## src/rtl/dma_chan_seq.sv

```systemverilog
module dma_chan_seq #(
  parameter int AW = 32,
  parameter int CW = 32,
  parameter int RW = 16
) (
  input  logic          clk,
  input  logic          rst_n,
  input  logic          cfg_en,
  input  logic [1:0]    cfg_mode,
  input  logic [1:0]    cfg_unit,
  input  logic [1:0]    cfg_trig,
  input  logic          cfg_burst,
  input  logic          cfg_free,
  input  logic          cfg_dreq_edge,
  input  logic [AW-1:0] cfg_src_addr,
  input  logic [AW-1:0] cfg_dst_addr,
  input  logic [CW-1:0] cfg_total,
  input  logic [RW-1:0] cfg_size,
  input  logic          irq_req,
  input  logic          dreq_n,
  output logic          bus_req,
  output logic          bus_we,
  output logic [AW-1:0] bus_addr,
  output logic [1:0]    bus_unit,
  output logic [31:0]   bus_wdata,
  input  logic          bus_ack,
  input  logic [31:0]   bus_rdata,
  output logic          done
);
  localparam int RCW = RW + 1;

  typedef enum logic [1:0] {S_IDLE, S_RD, S_WR} st_t;
  st_t st;

  logic [AW-1:0]  src, dst;
  logic [CW-1:0]  rem;
  logic [RCW-1:0] rep;
  logic [31:0]    data;
  logic           dreq_q, dreq_lat, trig;

  wire [2:0]     ub3      = (cfg_unit == 2'd2) ? 3'd4 : (cfg_unit == 2'd1) ? 3'd2 : 3'd1;
  wire [CW-1:0]  ub_c     = CW'(ub3);
  wire [AW-1:0]  ub_a     = AW'(ub3);
  wire [RCW-1:0] rep_init = {(cfg_size == '0), cfg_size};
  wire           last_cnt = !cfg_free && (rem <= ub_c);
  wire           blk_end  = (rep == RCW'(1));
  wire           ext_edge = (cfg_trig == 2'd2) && cfg_dreq_edge;

  always_comb begin
    case (cfg_trig)
      2'd0:    trig = 1'b1;
      2'd1:    trig = irq_req;
      2'd2:    trig = cfg_dreq_edge ? dreq_lat : !dreq_n;
      default: trig = 1'b0;
    endcase
  end

  assign bus_req   = (st != S_IDLE);
  assign bus_we    = (st == S_WR);
  assign bus_addr  = (st == S_WR) ? dst : src;
  assign bus_unit  = cfg_unit;
  assign bus_wdata = data;

  always_ff @(posedge clk or negedge rst_n) begin
    if (!rst_n) begin
      st       <= S_IDLE;
      src      <= '0;
      dst      <= '0;
      rem      <= '0;
      rep      <= '0;
      data     <= '0;
      done     <= 1'b0;
      dreq_q   <= 1'b1;
      dreq_lat <= 1'b0;
    end else begin
      dreq_q <= dreq_n;
      if (dreq_q && !dreq_n) dreq_lat <= 1'b1;
      case (st)
        S_IDLE: begin
          if (!cfg_en) begin
            src      <= cfg_src_addr;
            dst      <= cfg_dst_addr;
            rem      <= cfg_total;
            rep      <= rep_init;
            done     <= 1'b0;
            dreq_lat <= 1'b0;
          end else if (!done) begin
            if (!cfg_free && rem == '0) done <= 1'b1;
            else if (trig) begin
              st <= S_RD;
              if (ext_edge) dreq_lat <= 1'b0;
            end
          end
        end
        S_RD: if (bus_ack) begin
          data <= bus_rdata;
          st   <= cfg_en ? S_WR : S_IDLE;
        end
        S_WR: if (bus_ack) begin
          src <= src + ub_a;
          dst <= dst + ub_a;
          rep <= rep - RCW'(1);
          if (!cfg_free) rem <= last_cnt ? '0 : rem - ub_c;
          if (last_cnt) begin
            done <= 1'b1;
            st   <= S_IDLE;
          end else if (!cfg_en) begin
            st <= S_IDLE;
          end else begin
            if (blk_end) begin
              rep <= rep_init;
              if (cfg_mode == 2'd1) begin
                src <= cfg_src_addr;
                dst <= cfg_dst_addr;
              end
            end
            if (cfg_mode == 2'd2) st <= blk_end ? S_IDLE : S_RD;
            else st <= (cfg_trig == 2'd0 && cfg_burst) ? S_RD : S_IDLE;
          end
        end
        default: st <= S_IDLE;
      endcase
    end
  end


  cycle_hold_chk: assert property (@(posedge clk) disable iff (!rst_n)
    (bus_req && !bus_ack) |=> (bus_req && $stable(bus_addr) && $stable(bus_we)));


  done_quiet_chk: assert property (@(posedge clk) disable iff (!rst_n)
    done |-> !bus_req);


  free_run_chk: assert property (@(posedge clk) disable iff (!rst_n)
    (cfg_en && cfg_free && !done) |=> !done);


  steal_gap_chk: assert property (@(posedge clk) disable iff (!rst_n)
    (bus_we && bus_ack && cfg_trig == 2'd0 && !cfg_burst && cfg_mode != 2'd2)
      |=> !bus_req);


  disabled_idle_chk: assert property (@(posedge clk) disable iff (!rst_n)
    (!cfg_en && !bus_req) |=> !bus_req);


  read_then_write_chk: assert property (@(posedge clk) disable iff (!rst_n)
    (bus_req && !bus_we && bus_ack && cfg_en) |=> (bus_req && bus_we));
endmodule

```

## config.mk

```make
export PLATFORM = sky130hd
export DESIGN_NAME = dma_chan_seq
export DESIGN_NICKNAME = d
export VERILOG_FILES = /design/src/rtl/dma_chan_seq.sv
export SDC_FILE = /design/constraint.sdc
export NUM_CORES = 1
export LEC_CHECK = 0
export ABC_AREA = 0
export CELL_PAD_IN_SITES_DETAIL_PLACEMENT = 0
export CELL_PAD_IN_SITES_GLOBAL_PLACEMENT = 1
export CORE_ASPECT_RATIO = 1.4
export CORE_UTILIZATION = 38
export DETAILED_ROUTE_END_ITERATION = 8
export PLACE_DENSITY_LB_ADDON = 0.1
export RECOVER_POWER = 50
export SYNTH_ARGS = -nofsm -noshare
export SYNTH_HDL_FRONTEND = slang
export SYNTH_SLANG_ARGS = --single-unit
```

## constraint.sdc

```tcl
create_clock -name clk -period 3.79 [get_ports clk]
set_clock_uncertainty 0.15 [all_clocks]
set_input_delay 0.379 -clock clk [delete_from_list [all_inputs] [get_ports clk]]
set_output_delay 0.379 -clock clk [all_outputs]
set_load 0.1 [all_outputs]
```

# [Yosys cells after proc, flatten, opt, wreduce, memory -nomap -nowiden]
# Cells that the tools add are included.
[word_totals] output_inout_bits=69 input_bits=159 register_bits=150 wordCells=106
[op_classes] n_reduce_logical=18 add_sub_neg=4 mux=56 eq_ne=18 order_cmp=1
[ops] cell="$mux 32" count=17
[ops] cell="$pmux 32 s2" count=3
[ops] cell="$mux 17" count=5
[ops] cell="$add 32x3->32" count=2
[ops] cell="$pmux 17 s2" count=1
[ops] cell="$le 32x3->1" count=1
[ops] cell="$logic_not 32->1" count=1
[ops] cell="$sub 32x3->32" count=1
[ops] cell="$mux 1" count=18
[ops] cell="$eq 17x1->1 const B" count=1
[ops] cell="$sub 17x1->17 const B" count=1
[ops] cell="$logic_not 16->1" count=1
[ops] cell="$mux 2" count=8
[ops] cell="$ne 2x2->1 const B" count=7
[ops] cell="$eq 2x1->1 const B" count=4
[ops] cell="$eq 2x2->1 const B" count=4
[ops] cell="$pmux 2 s3" count=1
[ops] cell="$reduce_and 3->1" count=2
[ops] cell="$reduce_and 6->1" count=1
[ops] cell="$logic_and 1x1->1" count=5
[ops] cell="$logic_not 2->1" count=2
[ops] cell="$ne 2x1->1 const B" count=2
[ops] cell="$reduce_and 4->1" count=1
[ops] cell="$reduce_bool 2->1" count=2
[ops] cell="other kinds (5)" count=6

# [Longest topological paths before layout]
# Gate-level depths: netlist (run 1).
[logic_depth] word_depth=10 depth_mapped=14 depth_no_buf=11

# [Worst setup path before layout (run 1)]
# Ideal clock, no wire load.
[synth_path] kind="register to output" startpoint="register st[1]" endpoint="output port bus_addr[6]" t_arrival_ns=3.346 n_path_buf=3 t_required_ns=3.261 path_stages_with_launch=6 slack_ns=-0.085 cell_sequence="dfrtp_1 clkbuf_1 nand2_1 clkbuf_1 buf_1 o21ai_0"
[synth_between] elab_chain_cells=2
[synth_lines] element="start, declared" line="33" text="st_t st;"
[synth_lines] element="start signal, assigned" line="97" text="st <= cfg_en ? S_WR : S_IDLE;"
[synth_lines] element="start signal, assigned" line="117" text="if (cfg_mode == 2'd2) st <= blk_end ? S_IDLE : S_RD;"
[synth_lines] element="start signal, assigned" line="118" text="else st <= (cfg_trig == 2'd0 && cfg_burst) ? S_RD : S_IDLE;"
[synth_lines] element="$eq 2x2->1" line="60" text="assign bus_addr = (st == S_WR) ? dst : src;"
[synth_lines] element="$mux 32" line="60"
[synth_lines] element="end, declared" line="23" text="output logic [AW-1:0] bus_addr,"
# No other way between the ends.

# [Worst setup path after layout (run 1)]
[layout_path] startpoint="input port cfg_unit[0]" endpoint="register src[7]"
[layout_between] elab_chain_cells=10 word_cells_on_any_way=13 cone_classes="1 x add/sub; 1 x order compare; 2 x eq/ne; 8 x mux; 1 x reduce/logical"
[layout_lines] element="start, declared" line="10" text="input logic [1:0] cfg_unit,"
[layout_lines] element="$eq 2x1->1" line="41" text="wire [2:0] ub3 = (cfg_unit == 2'd2) ? 3'd4 : (cfg_unit == 2'd1) ? 3'd2 : 3'd1;"
[layout_lines] element="$mux 2" line="41"
[layout_lines] element="$mux 3 (*)" line="41"
[layout_lines] element="$add 32x3->32" line="100" text="src <= src + ub_a;"
[layout_lines] element="$mux 32" line="112" text="if (cfg_mode == 2'd1) begin"
[layout_lines] element="$mux 32" line="110" text="if (blk_end) begin"
[layout_lines] element="$mux 32" line="107" text="end else if (!cfg_en) begin"
[layout_lines] element="$mux 32 (*)" line="104" text="if (last_cnt) begin"
[layout_lines] element="$mux 32 (*)" line="99" text="S_WR: if (bus_ack) begin"
[layout_lines] element="$pmux 32 s2 (*)" line="78" text="case (st)"
[layout_lines] element="end signal, assigned" line="81" text="src <= cfg_src_addr;"
[layout_lines] element="end signal, assigned" line="100"
[layout_lines] element="end signal, assigned" line="113" text="src <= cfg_src_addr;"
[layout_lines] element="end, declared" line="35" text="logic [AW-1:0] src, dst;"
# Every way passes the cells marked *; elsewhere a longest branch is shown, timed or not. The select of a mux whose other input is x is not followed.
# A chain may end at the register's enable or synchronous reset.

==> results of run 1 <==
[sequential cells by signal (all words and copies together), names as in the netlist]
signal / cells
src: 32
bus_wdata: 32
dst: 32
dreq_q: 1
rem: 32
dreq_lat: 1
rep: 17
done: 1
st: 2
[layout make-up]
type                       instances  area [sq um]
fill                            2339         11400
multi-input combinational        855          5360
sequential                       150          3750
timing repair buffer             277          3030
clock buffer                      18           429
tap                              315           394
clock inverter                    14           179
inverter                          31           116
[per-stage QoR]
step | instances | instance area, sq um | hold slack (ps) | power, mW | TNS [ps]
2_1_floorplan | 1115 | 9560 | -66.6 | 8.05 | -209
3_3_place_gp | 1627 | 12700 | 257 | 10.3 | 0
3_5_place_dp | 1627 | 12700 | 264 | 10.4 | -108
4_1_cts | 1660 | 13300 | 228 | 12.2 | 0
5_1_grt | 1660 | 13300 | 348 | 12.8 | 0
6_report | 1660 | 13300 | 341 | 12.1 | 0
[layer usage]
| metal | GRT usage | wire length (microns) |
|---|---|---|
| met1 | 0.298 | 12800 |
| met3 | 0.0418 | 1410 |
| met5 | 0 | 0 |
| met4 | 0.0979 | 928 |
| met2 | 0.439 | 16100 |
[worst reg2reg max path, stage by stage, from the launching register on]
cell and delay [ps]:
dfrtp_1 450, nor4_2 470, nand2b_1 190, nor4_1 620
a31o_2 420, buf_4 190, o21ai_0 80, a221o_1 370
[cells in the mapped netlist (30+ instances only)]
cell | n | area [sq um]
a2bb2oi_1 | 39 | 342
nand2_1 | 213 | 800
nor2_1 | 38 | 143
inv_1 | 30 | 113
nand3_1 | 54 | 270
mux2i_1 | 48 | 480
o21ai_0 | 75 | 375
dfrtp_1 | 149 | 3730
a21oi_1 | 70 | 350
mux2_2 | 32 | 360
clkbuf_1 | 54 | 203
[path summary, 6_finish.rpt]
| path | cells after the start | startpoint | endpoint |
|---|---|---|---|
| hold / removal | 1 | rem[26]$_DFFE_PN0P_ | rem[26]$_DFFE_PN0P_ |
| min in group asynchronous | 2 | rst_n | dst[25]$_DFFE_PN0P_ |
| hold reg to reg | 1 | rem[26]$_DFFE_PN0P_ | rem[26]$_DFFE_PN0P_ |
| setup / recovery | 14 | cfg_unit[0] | src[7]$_DFFE_PN0P_ |
| max in group asynchronous | 3 | rst_n | rem[11]$_DFFE_PN0P_ |
| setup reg to reg | 7 | rep[6]$_DFFE_PN0P_ | rep[10]$_DFFE_PN0P_ |
[cell families (layout without fill, tap and decap cells)]
family / after synthesis / after routing / synth area share
mux: 80 / 80 / 0.0879
buf+inv: 110 / 340 / 0.0491
flops: 150 / 150 / 0.393
compound gates: 303 / 303 / 0.215
fa+ha+maj: 16 / 16 / 0.0233
simple gates: 453 / 453 / 0.229
xor+xnor: 3 / 3 / 0.00275
[report_power, final]
part	switching (mW)	internal, mW
registers	0.909	2.37
logic	4.67	2.40
clock network	0.734	1.04
==> flow_summary.toml, run 1 <==
[global_route]
grt_overflow = 0
grt_use_total = 0.249
antenna_found_initial = 0
grt_pass1_vias = 9373
grt_pass1_wl_microns = 49900
grt_max_degree = 85

[setup_path]
endpoint_kind = "flop"
worstPathArrival_ps = 3510
slowest_delay_ps = 480
critPathMaxFanout = 22
required_ps = 3930
cp_cell_sequence = "clkdlybuf4s50_1 > inv_1 > ha_1 > ha_1 > inv_1 > fa_1 > a21oi_1 > o211ai_1 > or3_1 > a21oi_4 > buf_12 > buf_4 > mux2i_1 > a2bb2oi_1"
critPathTopFamily = "buffers and inverters"
path_class = "input pin to flop"
start_kind = "input pin"
rrSetupSlack_ps = 730
crit_slowest_cell = "clkdlybuf4s50_1"
crit_buf_inv = 5

[clock_network]
postCtsSetupBuffers = 0
htree_levels = 4
clk_path_buf_depth = 2
clkSinkCount = 150
clkTransAtPathRegs_ps = 60
hold_buffers = 1
cts_tree = "built"
clk_latency_ps = 430
cts_resized = 0
cts_root_buf = "clkbuf_16"
numCtsBuffers = 17

[synth]
avgSynthCellArea_sq_um = 8.58
synth.yosys.warnings = 0
yosys_register_bits = 150
synth-main-ff-cell = "dfrtp_1"
yosysSeqAreaShare = 0.393
syn-num-nets = 1290
synth-async-reset-ratio = 1.00
netlist_area_sq_um = 9560
synth_edf_count = 0
ys_types = 71
syn_inst = 1115

[outcome]
run_status = "complete, but fails checks"
violations = "capacitance limit, slew limit"

[timing]
slew_headroom = -0.201
drv_slew = 95
clock.fmax_mhz = 297
period_share = 0.889
worstMarginPinSlew_ps = 1800
rsz0062_at_grt = "false"
fin_crit_ps = 3370
setup_violations = 0
setup_ws_ps = 421
finalHoldViolations = 0

[final_layout]
num_antenna_cells = 0
area_growth_pct = 38.6
final_common_cell = "nand2_1"
final_cell_mix = "nand2_1, clkdlybuf4s50_1, dfrtp_1"
final_nets = 1507
drive_gt1_frac = 0.125
fin_util = 0.537

[floorplanning]
rows = 68
initial_core_util = 0.388
io-pin-count = 228
die_w_microns = 136
die_y_microns = 190
dieArea_sq_um = 25800
core_area_sq_um = 24700

[route]
routed_wl_microns = 31300
routedWlPerCell_microns = 18.8
dr.pass1.iters = 5
num_vias = 9371
drc_errors = 0
drtIter0Drc = 574
vias_per_cell = 5.65
antenna_left = 0

[hold_path]
hold_path_class = "flop to flop"

[placement]
dp_hpwl_microns = 22600
place.port_buffers = 227
place_ws_ps = -34.2
place_congestion = 0.840

[pwr]
powerDensity_nw_per_um2 = 915
ir_worst_vdd_mv = 0.662
p_leak_nw = 5.30

[job]
drv_cap = 2
Note: power is estimated with default switching activity, not from simulation.
==> inputs of run 2 (changes only) <==
--- a/config.mk
+++ b/config.mk
@@ -6,6 +6,7 @@
 export NUM_CORES = 1
 export LEC_CHECK = 0
 export ABC_AREA = 0
+export ABC_CLOCK_PERIOD_IN_PS = 3790
 export CELL_PAD_IN_SITES_DETAIL_PLACEMENT = 0
 export CELL_PAD_IN_SITES_GLOBAL_PLACEMENT = 1
 export CORE_ASPECT_RATIO = 1.4
==> results of run 2 <==
Same layout as run 1: the final DEF is identical, and so are final timing and power.
==> inputs of run 3 (changes only) <==
--- a/config.mk
+++ b/config.mk
@@ -14,6 +14,7 @@
 export DETAILED_ROUTE_END_ITERATION = 8
 export PLACE_DENSITY_LB_ADDON = 0.1
 export RECOVER_POWER = 50
+export SKIP_LAST_GASP = 1
 export SYNTH_ARGS = -nofsm -noshare
 export SYNTH_HDL_FRONTEND = slang
 export SYNTH_SLANG_ARGS = --single-unit
==> results of run 3 <==
Same layout as run 1: the final DEF is identical, and so are final timing and power.
